## config.mk

```make
export PLATFORM = sky130hd
export DESIGN_NAME = cpu8_core
export DESIGN_NICKNAME = d
export VERILOG_FILES = /design/src/rtl/cpu8_pkg.sv /design/src/rtl/cpu8_alu.sv /design/src/rtl/cpu8_cond.sv /design/src/rtl/cpu8_regfile.sv /design/src/rtl/cpu8_core.sv
export SDC_FILE = /design/constraint.sdc
export NUM_CORES = 1
export LEC_CHECK = 0
export BUFFER_PORTS_ARGS = -buffer_cell sky130_fd_sc_hd__buf_4
export CELL_PAD_IN_SITES_DETAIL_PLACEMENT = 1
export CELL_PAD_IN_SITES_GLOBAL_PLACEMENT = 2
export CORE_MARGIN = 2
export CORE_UTILIZATION = 39
export CTS_CLUSTER_SIZE = 14
export DETAILED_ROUTE_END_ITERATION = 8
export PLACE_DENSITY = 0.81
export SLEW_MARGIN = 0
export SYNTH_ARGS = -nofsm -noshare
export SYNTH_HDL_FRONTEND = slang
export SYNTH_SLANG_ARGS = --single-unit
```

## constraint.sdc

```tcl
create_clock -name clk_i -period 2.68 [get_ports clk_i]
set_input_delay 0.134 -clock clk_i [delete_from_list [all_inputs] [get_ports clk_i]]
set_output_delay 0.134 -clock clk_i [all_outputs]
set_load 0.1 [all_outputs]
```

## src/rtl/cpu8_pkg.sv

```systemverilog
package cpu8_pkg;
  localparam int unsigned DW      = 8;
  localparam int unsigned NREG    = 6;
  localparam int unsigned IDX_W   = 3;
  localparam int unsigned IO_IDX  = 6;
  localparam int unsigned NOP_IDX = 7;

  typedef enum logic [1:0] {
    CL_LDI = 2'b00,
    CL_ALU = 2'b01,
    CL_MOV = 2'b10,
    CL_BR  = 2'b11
  } cls_e;

  typedef enum logic [2:0] {
    OP_OR = 3'b000, OP_NAND = 3'b001, OP_NOR = 3'b010, OP_AND = 3'b011,
    OP_ADD = 3'b100, OP_SUB = 3'b101, OP_KEEP0 = 3'b110, OP_KEEP1 = 3'b111
  } aluop_e;

  typedef enum logic [2:0] {
    CC_NEVER = 3'b000, CC_EQ = 3'b001, CC_LT = 3'b010, CC_LE = 3'b011,
    CC_ALWAYS = 3'b100, CC_NE = 3'b101, CC_GE = 3'b110, CC_GT = 3'b111
  } cond_e;
endpackage

```

## src/rtl/cpu8_alu.sv

```systemverilog
module cpu8_alu
  import cpu8_pkg::*;
#(
  parameter int unsigned W = DW
) (
  input  aluop_e       op_i,
  input  logic [W-1:0] a_i,
  input  logic [W-1:0] b_i,
  input  logic [W-1:0] keep_i,
  output logic [W-1:0] y_o
);
  always_comb begin
    unique case (op_i)
      OP_OR:   y_o = a_i | b_i;
      OP_NAND: y_o = ~(a_i & b_i);
      OP_NOR:  y_o = ~(a_i | b_i);
      OP_AND:  y_o = a_i & b_i;
      OP_ADD:  y_o = a_i + b_i;
      OP_SUB:  y_o = a_i - b_i;
      default: y_o = keep_i;
    endcase
  end
endmodule

```

## src/rtl/cpu8_cond.sv

```systemverilog
module cpu8_cond
  import cpu8_pkg::*;
#(
  parameter int unsigned W = DW
) (
  input  cond_e        cc_i,
  input  logic [W-1:0] v_i,
  output logic         take_o
);
  logic neg, zero;
  assign neg  = v_i[W-1];
  assign zero = (v_i == '0);

  always_comb begin
    unique case (cc_i)
      CC_NEVER:  take_o = 1'b0;
      CC_EQ:     take_o = zero;
      CC_LT:     take_o = neg;
      CC_LE:     take_o = neg | zero;
      CC_ALWAYS: take_o = 1'b1;
      CC_NE:     take_o = ~zero;
      CC_GE:     take_o = ~neg;
      default:   take_o = ~neg & ~zero;
    endcase
  end
endmodule

```

## src/rtl/cpu8_regfile.sv

```systemverilog
module cpu8_regfile
  import cpu8_pkg::*;
#(
  parameter int unsigned W     = DW,
  parameter int unsigned N     = NREG,
  parameter int unsigned IW    = IDX_W,
  parameter int unsigned IO    = IO_IDX,
  parameter int unsigned NOP   = NOP_IDX
) (
  input  logic          clk_i,
  input  logic          rst_ni,
  input  logic          ldi_we_i,
  input  logic [W-1:0]  ldi_val_i,
  input  logic          mov_we_i,
  input  logic [IW-1:0] src_i,
  input  logic [IW-1:0] dst_i,
  input  logic [W-1:0]  in_i,
  input  logic          alu_we_i,
  input  logic [W-1:0]  alu_y_i,
  output logic [W-1:0]  r0_o,
  output logic [W-1:0]  r1_o,
  output logic [W-1:0]  r2_o,
  output logic [W-1:0]  r3_o,
  output logic [W-1:0]  out_o,
  output logic          out_valid_o
);
  logic [W-1:0] rf_q [N];
  logic [W-1:0] src_val;
  logic         mov_ok;

  always_comb begin
    src_val = '0;
    for (int k = 0; k < N; k++)
      if (src_i == IW'(k)) src_val = rf_q[k];
    if (src_i == IW'(IO)) src_val = in_i;
  end

  // index 7 on either side voids the copy
  assign mov_ok = mov_we_i && (src_i != IW'(NOP)) && (dst_i != IW'(NOP));

  for (genvar i = 0; i < N; i++) begin : g_reg
    always_ff @(posedge clk_i or negedge rst_ni) begin
      if (!rst_ni)                       rf_q[i] <= '0;
      else if (i == 0 && ldi_we_i)       rf_q[i] <= ldi_val_i;
      else if (i == 3 && alu_we_i)       rf_q[i] <= alu_y_i;
      else if (mov_ok && dst_i == IW'(i)) rf_q[i] <= src_val;
    end
  end

  logic out_we;
  assign out_we = mov_ok && (dst_i == IW'(IO));

  always_ff @(posedge clk_i or negedge rst_ni) begin
    if (!rst_ni) begin
      out_o       <= '0;
      out_valid_o <= 1'b0;
    end else begin
      out_valid_o <= out_we;
      if (out_we) out_o <= src_val;
    end
  end

  assign r0_o = rf_q[0];
  assign r1_o = rf_q[1];
  assign r2_o = rf_q[2];
  assign r3_o = rf_q[3];

  // output moves only when the strobe marks a write
  assert_out_hold_R11: assert property (@(posedge clk_i) disable iff (!rst_ni)
    !out_valid_o |-> $stable(out_o));
  // a copy naming index 7 leaves r3 untouched
  assert_nop_copy_R4: assert property (@(posedge clk_i) disable iff (!rst_ni)
    (mov_we_i && (src_i == IW'(NOP) || dst_i == IW'(NOP))) |=> $stable(r3_o));
  // immediate load never sets the top two bits of r0
  assert_ldi_zext_R1: assert property (@(posedge clk_i) disable iff (!rst_ni)
    ldi_we_i |=> (r0_o[W-1:W-2] == 2'b00));
endmodule

```

## src/rtl/cpu8_core.sv

```systemverilog
module cpu8_core
  import cpu8_pkg::*;
#(
  parameter int unsigned W = DW
) (
  input  logic         clk_i,
  input  logic         rst_ni,
  input  logic [W-1:0] instr_i,
  output logic [W-1:0] pc_o,
  input  logic [W-1:0] in_i,
  output logic [W-1:0] out_o,
  output logic         out_valid_o
);
  cls_e         cls;
  aluop_e       aop;
  cond_e        cc;
  logic [W-1:0] r0, r1, r2, r3, alu_y;
  logic         take, br_taken;
  logic [W-1:0] pc_q;

  assign cls = cls_e'(instr_i[7:6]);
  assign aop = aluop_e'(instr_i[2:0]);
  assign cc  = cond_e'(instr_i[2:0]);

  cpu8_alu #(.W(W)) u_alu (
    .op_i(aop), .a_i(r1), .b_i(r2), .keep_i(r3), .y_o(alu_y)
  );

  cpu8_cond #(.W(W)) u_cond (
    .cc_i(cc), .v_i(r3), .take_o(take)
  );

  cpu8_regfile #(.W(W)) u_rf (
    .clk_i       (clk_i),
    .rst_ni      (rst_ni),
    .ldi_we_i    (cls == CL_LDI),
    .ldi_val_i   ({2'b00, instr_i[5:0]}),
    .mov_we_i    (cls == CL_MOV),
    .src_i       (instr_i[5:3]),
    .dst_i       (instr_i[2:0]),
    .in_i        (in_i),
    .alu_we_i    (cls == CL_ALU),
    .alu_y_i     (alu_y),
    .r0_o        (r0),
    .r1_o        (r1),
    .r2_o        (r2),
    .r3_o        (r3),
    .out_o       (out_o),
    .out_valid_o (out_valid_o)
  );

  assign br_taken = (cls == CL_BR) && take;

  always_ff @(posedge clk_i or negedge rst_ni) begin
    if (!rst_ni)       pc_q <= '0;
    else if (br_taken) pc_q <= r0;
    else               pc_q <= pc_q + W'(1);
  end

  assign pc_o = pc_q;

  // sequential step, including 255 -> 0
  assert_pc_step_R9: assert property (@(posedge clk_i) disable iff (!rst_ni)
    (cls != CL_BR) |=> pc_o == W'($past(pc_o) + W'(1)));
  // zero test with code 001 picks the branch target from r0
  assert_br_eq_R7: assert property (@(posedge clk_i) disable iff (!rst_ni)
    (cls == CL_BR && cc == CC_EQ && r3 == '0) |=> pc_o == $past(r0));
  // never / always codes
  assert_br_never_R8: assert property (@(posedge clk_i) disable iff (!rst_ni)
    (cls == CL_BR && cc == CC_NEVER) |=> pc_o == W'($past(pc_o) + W'(1)));
  assert_br_always_R8: assert property (@(posedge clk_i) disable iff (!rst_ni)
    (cls == CL_BR && cc == CC_ALWAYS) |=> pc_o == $past(r0));
  // hold codes keep r3
  assert_alu_keep_R6: assert property (@(posedge clk_i) disable iff (!rst_ni)
    (cls == CL_ALU && instr_i[2:1] == 2'b11) |=> $stable(r3));
  // add result lands in r3
  assert_alu_add_R5: assert property (@(posedge clk_i) disable iff (!rst_ni)
    (cls == CL_ALU && aop == OP_ADD) |=> r3 == W'($past(r1) + $past(r2)));
endmodule

```

==> results.yml, run 1 <==
status:
  status: "complete, no violations"
sta:
  finalHoldViolCount: 0
  whs_ns: 0.170
  fmax_mhz: 386
  worst_pin_slew_ns: 0.857
  period_share: 0.967
  finalClockSkew_ns: 0.0119
  worst_slack_ns: 0.0890
  fin_crit_ns: 2.59
  final_max_slew_viol_count: 0
  slew_headroom: 0.429
  setup_viol: 0
  rsz0062_at_grt: "no"
cts:
  cts_root_buffer: "clkbuf_8"
  cts_num_sinks: 65
  cts_buffers: 9
  clock_latency_ns: 0.36
  cts_buffer_depth: 2
  h-tree-depth: 3
  cts_tree: "built"
  cts.clk_slew.worst_paths_ns: 0.07
finish:
  final_area_um2: 4830
  num_antenna_cells: 0
  nNetsFinal: 506
  drive_gt1_frac: 0.254
  stdcell_count: 616
  area_delta_synth_final_pct: 15.2
route:
  wire_per_inst_um: 20.6
  drc_errors: 0
  drt-initial-drc-count: 136
  routed_wirelength_um: 12700
  vias: 3476
  final_antenna_net_count: 0
  viasPerCell: 5.64
  dr.pass1.iters: 4
global_routing:
  grt_pass1_vias: 3592
  grt_antenna_before_repair: 0
  grtUsageTotal: 0.237
  grt_start_max_net_pins: 66
  grt-ovfl-total: 0
  grt_pass1_wl_um: 20600
logic_synthesis:
  avgSynthCellArea_um2: 9.64
  synth_cell_types: 66
  async_reset_ff_frac: 1.00
  synth-seq-cells: 65
  syn_inst: 435
  synth-main-ff-cell: "dfrtp_1"
  synth_edf_count: 0
  syn_area_um2: 4190
  ys_warn_count: 0
  syn-num-nets: 465
  seq_area_frac_synth: 0.388
floorplanning:
  start_util: 0.404
  die_h_um: 108
  die-area_um2: 11600
  core_region_area_um2: 10400
  row_count: 37
  die_w_um: 108
  io-pin-count: 35
placed_design:
  portBuffers: 34
  placed_area_um2: 4610
  place_hpwl_um: 9200
  place_ws_ns: -0.000919
  dp.cells: 598
  gp_congestion: 0.863
power:
  ir_worst_vdd_mv: 0.729
  p_total_mw: 4.49
  p_leak_nw: 2.21
  cellPowerDensity_nw_per_um2: 928
worst_setup_path:
  crit_arrival_ns: 2.83
  worstSetupStartpointType: "flip-flop"
  critPathKind: "flip-flop to flip-flop"
  crit_path_end_kind: "flip-flop"
  cp.required_ns: 2.92
  r2r_setup_slack_ns: 0.09
  crit_fanout: 3
run:
  maxCapViolations: 0
worst_hold_path:
  hp-class: "input port to flip-flop"
==> critical path, stage by stage, from the launching register on <==
cell      delay, ns
dfrtp_1        0.38
inv_1          0.11
ha_1           0.25
a21o_1         0.18
inv_1          0.06
ha_1           0.21
nor2b_1        0.14
o21a_1         0.18
or3_1          0.33
a311oi_2       0.28
nor3_1         0.08
a221o_1        0.27
==> layout make-up <==
type	instances	area, um^2
multi-input combinational	337	2410
tap	136	170
timing repair buffer	53	400
inverter	10	37.5
fill	1220	5540
clock buffer	9	124
clock inverter	6	60.1
sequential	65	1630
==> cells in the final DEF (no fill, tap or decap), types with 3 or more instances in the layout <==
master	instances
a21o_1	3
a21boi_0	4
o31a_1	5
ha_1	11
a2bb2oi_1	7
nor3_1	9
buf_4	52
o22ai_1	6
o21a_1	5
a22oi_1	5
nand3_1	9
nor2_1	43
a211oi_1	4
mux2_2	37
mux2_4	6
o211ai_1	3
inv_1	8
xnor2_1	13
a21oi_1	10
xor2_1	6
nand2b_1	7
mux2i_1	11
o21ai_1	6
o21ai_0	19
and3_1	4
nor2b_1	9
clkinv_2	3
nand2_1	51
or3_1	4
clkbuf_8	9
dfrtp_1	65
a31oi_1	4
==> repair_timing <==
action	CTS	global route
gates resized for setup	1	2
buffers inserted	1	1
endpoints found under the hold margin	65	0
endpoints found under the setup margin	1	5
cloned	0	0
pin swaps	0	1
hold buffers	1	0
==> stage by stage <==
step	utilization	TNS, ns
detailed placement	0.445	-0.000919
floorplan	-	0
CTS	0.465	0
global route	0.466	0
global placement	0.445	0
finish	0.466	0
==> path summary, 6_finish.rpt <==
kind | from | to | cells past startpoint
worst min-delay path | instr_i[7] | u_rf.r0_o[7] | 3
worst max register to register | u_rf.r2_o[1] | u_rf.r3_o[3] | 11
min in group asynchronous | rst_ni | u_rf.r0_o[4] | 2
worst max-delay path | u_rf.r2_o[1] | u_rf.r3_o[3] | 11
worst min register to register | u_rf.rf_q[9] | u_rf.rf_q[9] | 1
max in group asynchronous | rst_ni | u_rf.rf_q[12] | 2
==> routing by layer <==
| layer | part of all wire | vias to the layer above | GRT usage | routed length (um) |
|---|---|---|---|---|
| met5 | 0 | - | 0 | 0 |
| met4 | 0.011 | 0 | 0.0495 | 134 |
| met3 | 0.034 | 12 | 0.0466 | 437 |
| met2 | 0.49 | 60 | 0.395 | 6270 |
| met1 | 0.46 | 1762 | 0.319 | 5880 |
| li1 | - | 1642 | - | - |
==> cells by family (layout without fill, tap and decap cells) <==
family / after synthesis / count (layout) / share of synthesized area
buf+inv: 33 / 78 / 0.0391
xor+xnor: 20 / 20 / 0.0436
mux: 56 / 56 / 0.158
fa+ha+maj: 12 / 12 / 0.0376
flops: 65 / 65 / 0.388
simple gates: 150 / 150 / 0.171
compound gates: 99 / 99 / 0.163
==> flip-flops by register name, summed over array words and instances (netlist names) <==
signal	flops
u_rf.out_o	8
u_rf.out_valid_o	1
u_rf.rf_q	16
pc_o	8
u_rf.r1_o	8
u_rf.r0_o	8
u_rf.r3_o	8
u_rf.r2_o	8
==> cells in the mapped netlist (2+ instances only) <==
cell type / count / share of area
dfrtp_1: 65 / 0.39
nand2_1: 51 / 0.046
nor2_1: 43 / 0.038
mux2_2: 37 / 0.099
o21ai_0: 19 / 0.023
xnor2_1: 13 / 0.027
clkbuf_1: 11 / 0.0098
ha_1: 11 / 0.033
mux2i_1: 11 / 0.026
a21oi_1: 10 / 0.012
nor3_1: 10 / 0.012
inv_1: 9 / 0.0081
nand3_1: 9 / 0.011
nor2b_1: 9 / 0.013
a2bb2oi_1: 7 / 0.015
nand2b_1: 7 / 0.010
buf_2: 6 / 0.0072
mux2_4: 6 / 0.021
o21ai_1: 6 / 0.0072
o22ai_1: 6 / 0.0090
xor2_1: 6 / 0.013
a22oi_1: 5 / 0.0090
o21a_1: 5 / 0.0090
o31a_1: 5 / 0.010
a211oi_1: 4 / 0.0072
a21boi_0: 4 / 0.0072
a31oi_1: 4 / 0.0060
and3_1: 4 / 0.0060
or3_1: 4 / 0.0060
a21o_1: 3 / 0.0054
o211ai_1: 3 / 0.0054
a221o_1: 2 / 0.0048
a22o_1: 2 / 0.0042
clkbuf_8: 2 / 0.0066
mux4_2: 2 / 0.011
nor4_1: 2 / 0.0030
o2bb2ai_1: 2 / 0.0042
o31ai_1: 2 / 0.0036
==> report_power, final <==
group          internal [mW]  total (mW)  leakage [nW]  switching (mW)
Combinational          0.801        2.16          1.29            1.36
Clock                  0.419       0.827        0.0909           0.408
Sequential              1.23        1.50         0.829           0.274
Total                   2.45        4.49          2.21            2.04
Power figures use the tool's default switching activity.
==> inputs of run 2 (changes only) <==
ABC_AREA = 1   (was not set)
CORE_UTILIZATION = 34   (was 39)
PLACE_DENSITY = 0.79   (was 0.81)
clock period = 2.9 ns   (was 2.68 ns; I/O delays follow)
==> results.yml, run 2 <==
logic_synthesis:
  synth_top_area_share: 0.380
  synth_area_leaders: "dfrtp_1 38%, nand2_1 17%, inv_1 5.7%"
  synth_cell_types: 39
  synth_area_leader_cell: "dfrtp_1"
  ys_warn_count: 0
  synth-main-ff-cell: "dfrtp_1"
  synthTopCellsByCount: "197 x nand2_1, 65 x dfrtp_1, 65 x inv_1"
  syn-num-nets: 638
  yosysMostFrequentCell: "nand2_1"
  synth_edf_count: 0
  avgSynthCellArea_um2: 7.04
  synth-seq-cells: 65
  async_reset_ff_frac: 1.00
  syn_area_um2: 4280
  syn_inst: 608
  seq_area_frac_synth: 0.380
finish:
  num_antenna_cells: 0
  largest_register_ff_count: 16
  final_common_cell: "nand2_1"
  layout_common_cells: "197 x nand2_1, 65 x inv_1, 65 x dfrtp_1"
  top_register: "u_rf.rf_q"
  area_delta_synth_final_pct: 17.7
  postLayoutCoreUtil: 0.414
  stdcell_count: 821
  drive_gt1_frac: 0.139
  nNetsFinal: 678
cts:
  cts.clk_slew.worst_paths_ns: 0.06
  clock_latency_ns: 0.34
  cts_tree: "built"
  cts_buffers: 9
  cts_num_sinks: 65
  h-tree-depth: 3
  cts_buffer_depth: 2
  cts_root_buffer: "clkbuf_16"
sta:
  fin_crit_ns: 2.62
  setup_viol: 0
  final_max_slew_viol_count: 0
  finalHoldViolCount: 0
  worst_slack_ns: 0.280
  slew_headroom: 0.415
  finalClockSkew_ns: 0.00976
  worst_pin_slew_ns: 0.878
  rsz0062_at_grt: "no"
  fmax_mhz: 382
  fin_setup_tns_ns: 0
  period_share: 0.903
floorplanning:
  core_region_area_um2: 12200
  die_h_um: 116
  die_w_um: 116
  die-area_um2: 13500
  row_count: 40
  start_util: 0.352
  io-pin-count: 35
worst_setup_path:
  cpPeakStageDelay_ns: 0.42
  rr_startpoint: "u_rf.r2_o[0]"
  crit_path_top_delay_cell: "dfrtp_1"
  path_buf_inv: 4
  r2r_setup_slack_ns: 0.28
  crit_path_frequent_cell: "nand2_1"
  worstSetupStartpointType: "flip-flop"
  critPathKind: "flip-flop to flip-flop"
  rr_endpoint: "u_rf.r3_o[6]"
  reg2reg_depth: 19
  path_cells: "inv_1 > ha_1 > inv_1 > nor3_1 > inv_1 > nand2_1 > xor2_1 > inv_1 > ha_1 > nand2_1 > or2_2 > nand3_1 > nand2_1 > nand3_1 > nand2_1 > nand2_1 > nand2_1 > nand2_1 > nand2_1"
  crit_fanout: 5
  crit_path_end_kind: "flip-flop"
  crit_arrival_ns: 2.85
  cp_top_family: "simple AND/OR/NAND/NOR gates"
  cp.required_ns: 3.13
worst_hold_path:
  hp-class: "input port to flip-flop"
  min_path_cells: 3
  min-delay-start: "instr_i[0]"
  hold_path_end: "u_rf.r0_o[0]"
power:
  cellPowerDensity_nw_per_um2: 881
  p_total_mw: 4.44
  ir_worst_vdd_mv: 0.515
  p_leak_nw: 2.52
route:
  dr.pass1.iters: 4
  wire_per_inst_um: 17.3
  vias: 4146
  drt-initial-drc-count: 195
  final_antenna_net_count: 0
  viasPerCell: 5.05
  drc_errors: 0
  routed_wirelength_um: 14200
placed_design:
  gp_congestion: 0.836
  portBuffers: 34
  place_hpwl_um: 10900
  dp.cells: 804
  place_ws_ns: 0.263
run:
  maxCapViolations: 0
global_routing:
  grtUsageTotal: 0.227
  grt_start_max_net_pins: 66
  grt_pass1_vias: 4256
  grt_pass1_wl_um: 22900
  grt-ovfl-total: 0
  grt_antenna_before_repair: 0
status:
  status: "complete, no violations"
## run 2: cell count changes after synthesis, moves of 9 or more
| cell | delta |
|---|---|
| clkbuf_1 | -9 |
| a21oi_1 | +23 |
| nor2b_1 | -9 |
| nor2_1 | +13 |
| nand3_1 | +32 |
| inv_1 | +56 |
| nand4_1 | +16 |
| o21ai_0 | +22 |
| mux2i_1 | -11 |
| mux2_2 | -34 |
| nand2_1 | +146 |
| xnor2_1 | -10 |
## run 2: worst reg2reg max path: stages (launching register included)
cell and delay, ns:
dfrtp_1 0.42, inv_1 0.14, ha_1 0.16, inv_1 0.05
nor3_1 0.17, inv_1 0.09, nand2_1 0.08, xor2_1 0.14
inv_1 0.05, ha_1 0.35, nand2_1 0.09, or2_2 0.32
nand3_1 0.08, nand2_1 0.05, nand3_1 0.07, nand2_1 0.06
nand2_1 0.06, nand2_1 0.05, nand2_1 0.05, nand2_1 0.04
## run 2: area by class of cell
class	instances	area, um^2
Clock buffer	10	239
Clock inverter	6	65.1
Fill cell	1565	7120
Inverter	72	270
Multi-Input combinational cell	459	2320
Sequential cell	65	1630
Tap cell	168	210
Timing Repair Buffer	41	310
## run 2: worst max path at each step
stage / from / to / slack, ns / cells after the start
global placement: u_rf.r2_o[0] / u_rf.r3_o[7] / 0.32 / 19
detailed placement: u_rf.r2_o[0] / u_rf.r3_o[7] / 0.26 / 19
finish: u_rf.r2_o[0] / u_rf.r3_o[6] / 0.28 / 19
floorplan: u_rf.r2_o[0] / u_rf.r3_o[7] / 0.58 / 19
global route: u_rf.r2_o[1] / u_rf.r3_o[7] / 0.02 / 19
CTS: u_rf.r2_o[0] / u_rf.r3_o[7] / 0.25 / 19
## run 2: what timing repair did
item | CTS | global route
setup endpoints to repair | 0 | 1
buffers inserted | 0 | 0
hold buffers | 1 | 0
resized for setup | 0 | 1
hold endpoints to repair | 65 | 0
## run 2: logic make-up (layout without fill, tap and decap cells)
group	after synthesis	in the layout	share of synthesized area
flops	65	65	0.380
simple gates	341	341	0.354
fa+ha+maj	12	12	0.0368
buf+inv	84	129	0.0798
compound gates	91	91	0.117
mux	3	3	0.00789
xor+xnor	12	12	0.0246
## run 2: metal layers
layer / vias to the layer above / GRT usage / share of wire
li1: 2055 / - / -
met1: 2010 / 0.312 / 0.46
met2: 71 / 0.375 / 0.49
met3: 10 / 0.0410 / 0.042
met4: 0 / 0.0532 / 0.0079
met5: - / 0 / 0
## run 2: stage by stage
step | instance area [um^2] | hold WS, ns
CTS | 5030 | 0.0928
finish | 5040 | 0.102
detailed placement | 4720 | 0.326
global placement | 4720 | 0.315
floorplan | 4280 | -0.151
global route | 5040 | 0.105
## run 2: report_power, final
part           total [mW]  leakage (nW)  internal (mW)  switching (mW)
clock                1.12         0.149          0.690           0.431
combinational        1.97          1.56          0.556            1.41
sequential           1.35         0.811           1.14           0.212
total                4.44          2.52           2.38            2.06
==> inputs of run 3 (changes only) <==
CORE_UTILIZATION = 35   (was 34)
CTS_BUF_LIST = sky130_fd_sc_hd__clkbuf_8   (was not set)
GPL_ROUTABILITY_DRIVEN = 0   (was not set)
PLACE_DENSITY = 0.8   (was 0.79)
==> results.yml, run 3 (synthesis gave the netlist of run 2 again) <==
finish:
  top_register: "u_rf.rf_q"
  nFillCells: 1547
  final_common_cell: "nand2_1"
  nNetsFinal: 678
  postLayoutCoreUtil: 0.406
  area_delta_synth_final_pct: 13.6
  seqCellArea_um2: 1630
  layout_common_cells: "197 x nand2_1, 65 x inv_1, 65 x dfrtp_1"
  multiInputGateArea_um2: 2320
  final_area_um2: 4860
  drive_gt1_frac: 0.137
  largest_register_ff_count: 16
  num_antenna_cells: 0
worst_setup_path:
  crit_path_end_kind: "flip-flop"
  r2r_setup_slack_ns: 0.30
  rr_startpoint: "u_rf.r2_o[0]"
  crit_fanout: 5
  rr_endpoint: "u_rf.r3_o[6]"
  crit_arrival_ns: 2.84
  cp.required_ns: 3.15
  critPathKind: "flip-flop to flip-flop"
  startpoint: "u_rf.r2_o[0]"
  worstSetupStartpointType: "flip-flop"
  reg2reg_depth: 19
  worstSetupEndpoint: "u_rf.r3_o[6]"
route:
  final_antenna_net_count: 0
  drt-initial-drc-count: 234
  vias: 4193
  viasPerCell: 5.26
  dr.pass1.iters: 4
  routed_wirelength_um: 14500
  wire_per_inst_um: 18.2
  drc_errors: 0
cts:
  cts.clk_slew.worst_paths_ns: 0.08
  cts_buffers: 9
  clock_latency_ns: 0.36
  cts_num_sinks: 65
  post-cts-setup-buffer-count: 0
  cts_root_buffer: "clkbuf_8"
  h-tree-depth: 3
  cts_tree: "built"
  cts_buffer_depth: 2
global_routing:
  grt-ovfl-total: 0
  grt_pass1_wl_um: 23800
  grtUsageTotal: 0.239
  grt_antenna_before_repair: 0
  grt_start_max_net_pins: 66
  grt_pass1_vias: 4424
power:
  cellInternalPower_mw: 2.01
  seqPwrFrac: 0.341
  cellPowerDensity_nw_per_um2: 820
  switchingPower_mw: 1.98
  ir_worst_vdd_mv: 0.357
  p_clk_frac: 0.165
  comb_power_share: 0.494
  swShare: 0.496
  p_leak_nw: 2.46
placed_design:
  placed_area_um2: 4690
  place_hpwl_um: 11000
  place_ws_ns: 0.287
  portBuffers: 34
sta:
  final_max_slew_viol_count: 0
  fin_setup_tns_ns: 0
  worst_pin_slew_ns: 0.891
  fin_crit_ns: 2.60
  fmax_mhz: 385
  finalClockSkew_ns: 0.0136
  worst_slack_ns: 0.304
  period_share: 0.895
  setup_viol: 0
  rsz0062_at_grt: "no"
  slew_headroom: 0.406
  whs_ns: 0.0902
  finalHoldViolCount: 0
floorplanning:
  die_h_um: 115
  core_region_area_um2: 12000
  die-area_um2: 13100
  die_w_um: 115
  io-pin-count: 35
  row_count: 40
  start_util: 0.358
worst_hold_path:
  hp-class: "input port to flip-flop"
status:
  status: "complete, no violations"
run:
  maxCapViolations: 0
## run 3: how the worst min path moves through the flow
stage / start / slack (ns) / end / depth (start not counted)
2_1_floorplan: rst_ni / -0.15 / pc_o[0] / 0
3_3_place_gp: rst_ni / 0.32 / pc_o[4] / 1
3_5_place_dp: rst_ni / 0.31 / pc_o[4] / 1
4_1_cts: instr_i[0] / 0.08 / u_rf.r0_o[0] / 3
5_1_grt: instr_i[0] / 0.13 / u_rf.r0_o[0] / 3
6_report: instr_i[0] / 0.09 / u_rf.r0_o[0] / 3
## run 3: area by class of cell
class	instances	share of cell area
Clock buffer	10	0.0283
Clock inverter	3	0.00257
Inverter	72	0.0556
Multi-Input combinational cell	459	0.477
Sequential cell	65	0.335
Tap cell	147	0.0378
Timing Repair Buffer	41	0.0638
## run 3: critical path, stage by stage (launching register included)
cell and delay [ns]:
dfrtp_1 0.43, inv_2 0.11, ha_1 0.15, inv_1 0.05
nor3_1 0.13, inv_1 0.08, nand2_1 0.08, xor2_1 0.15
inv_1 0.06, ha_2 0.37, nand2_1 0.09, or2_2 0.31
nand3_1 0.07, nand2_1 0.05, nand3_1 0.07, nand2_1 0.06
nand2_1 0.06, nand2_1 0.05, nand2_1 0.06, nand2_1 0.05
## run 3: power groups by stage
stage / clock network, mW / registers [mW] / logic, mW
2_1_floorplan: 0 / 1.82 / 0.970
3_3_place_gp: 0 / 1.36 / 1.93
3_5_place_dp: 0 / 1.37 / 1.97
4_1_cts: 0.677 / 1.35 / 1.98
5_1_grt: 0.708 / 1.39 / 2.20
6_report: 0.658 / 1.36 / 1.97
## run 3: stage by stage
stage               total power, mW  cells
floorplan                      2.79    608
global placement               3.29    783
detailed placement             3.34    783
CTS                            4.01    797
global route                   4.30    797
finish                         3.99    797
## run 3: repair_timing
action	in CTS	in global routing
hold endpoints to repair	65	0
hold buffers	1	0
gates resized for setup	0	5
setup endpoints to repair	0	3
## run 3: routing by layer
metal | track usage | up-vias | part of all wire
met5 | 0 | - | 0
met4 | 0.0659 | 0 | 0.016
met3 | 0.0355 | 15 | 0.039
met2 | 0.393 | 71 | 0.47
met1 | 0.328 | 2066 | 0.48
li1 | - | 2041 | -
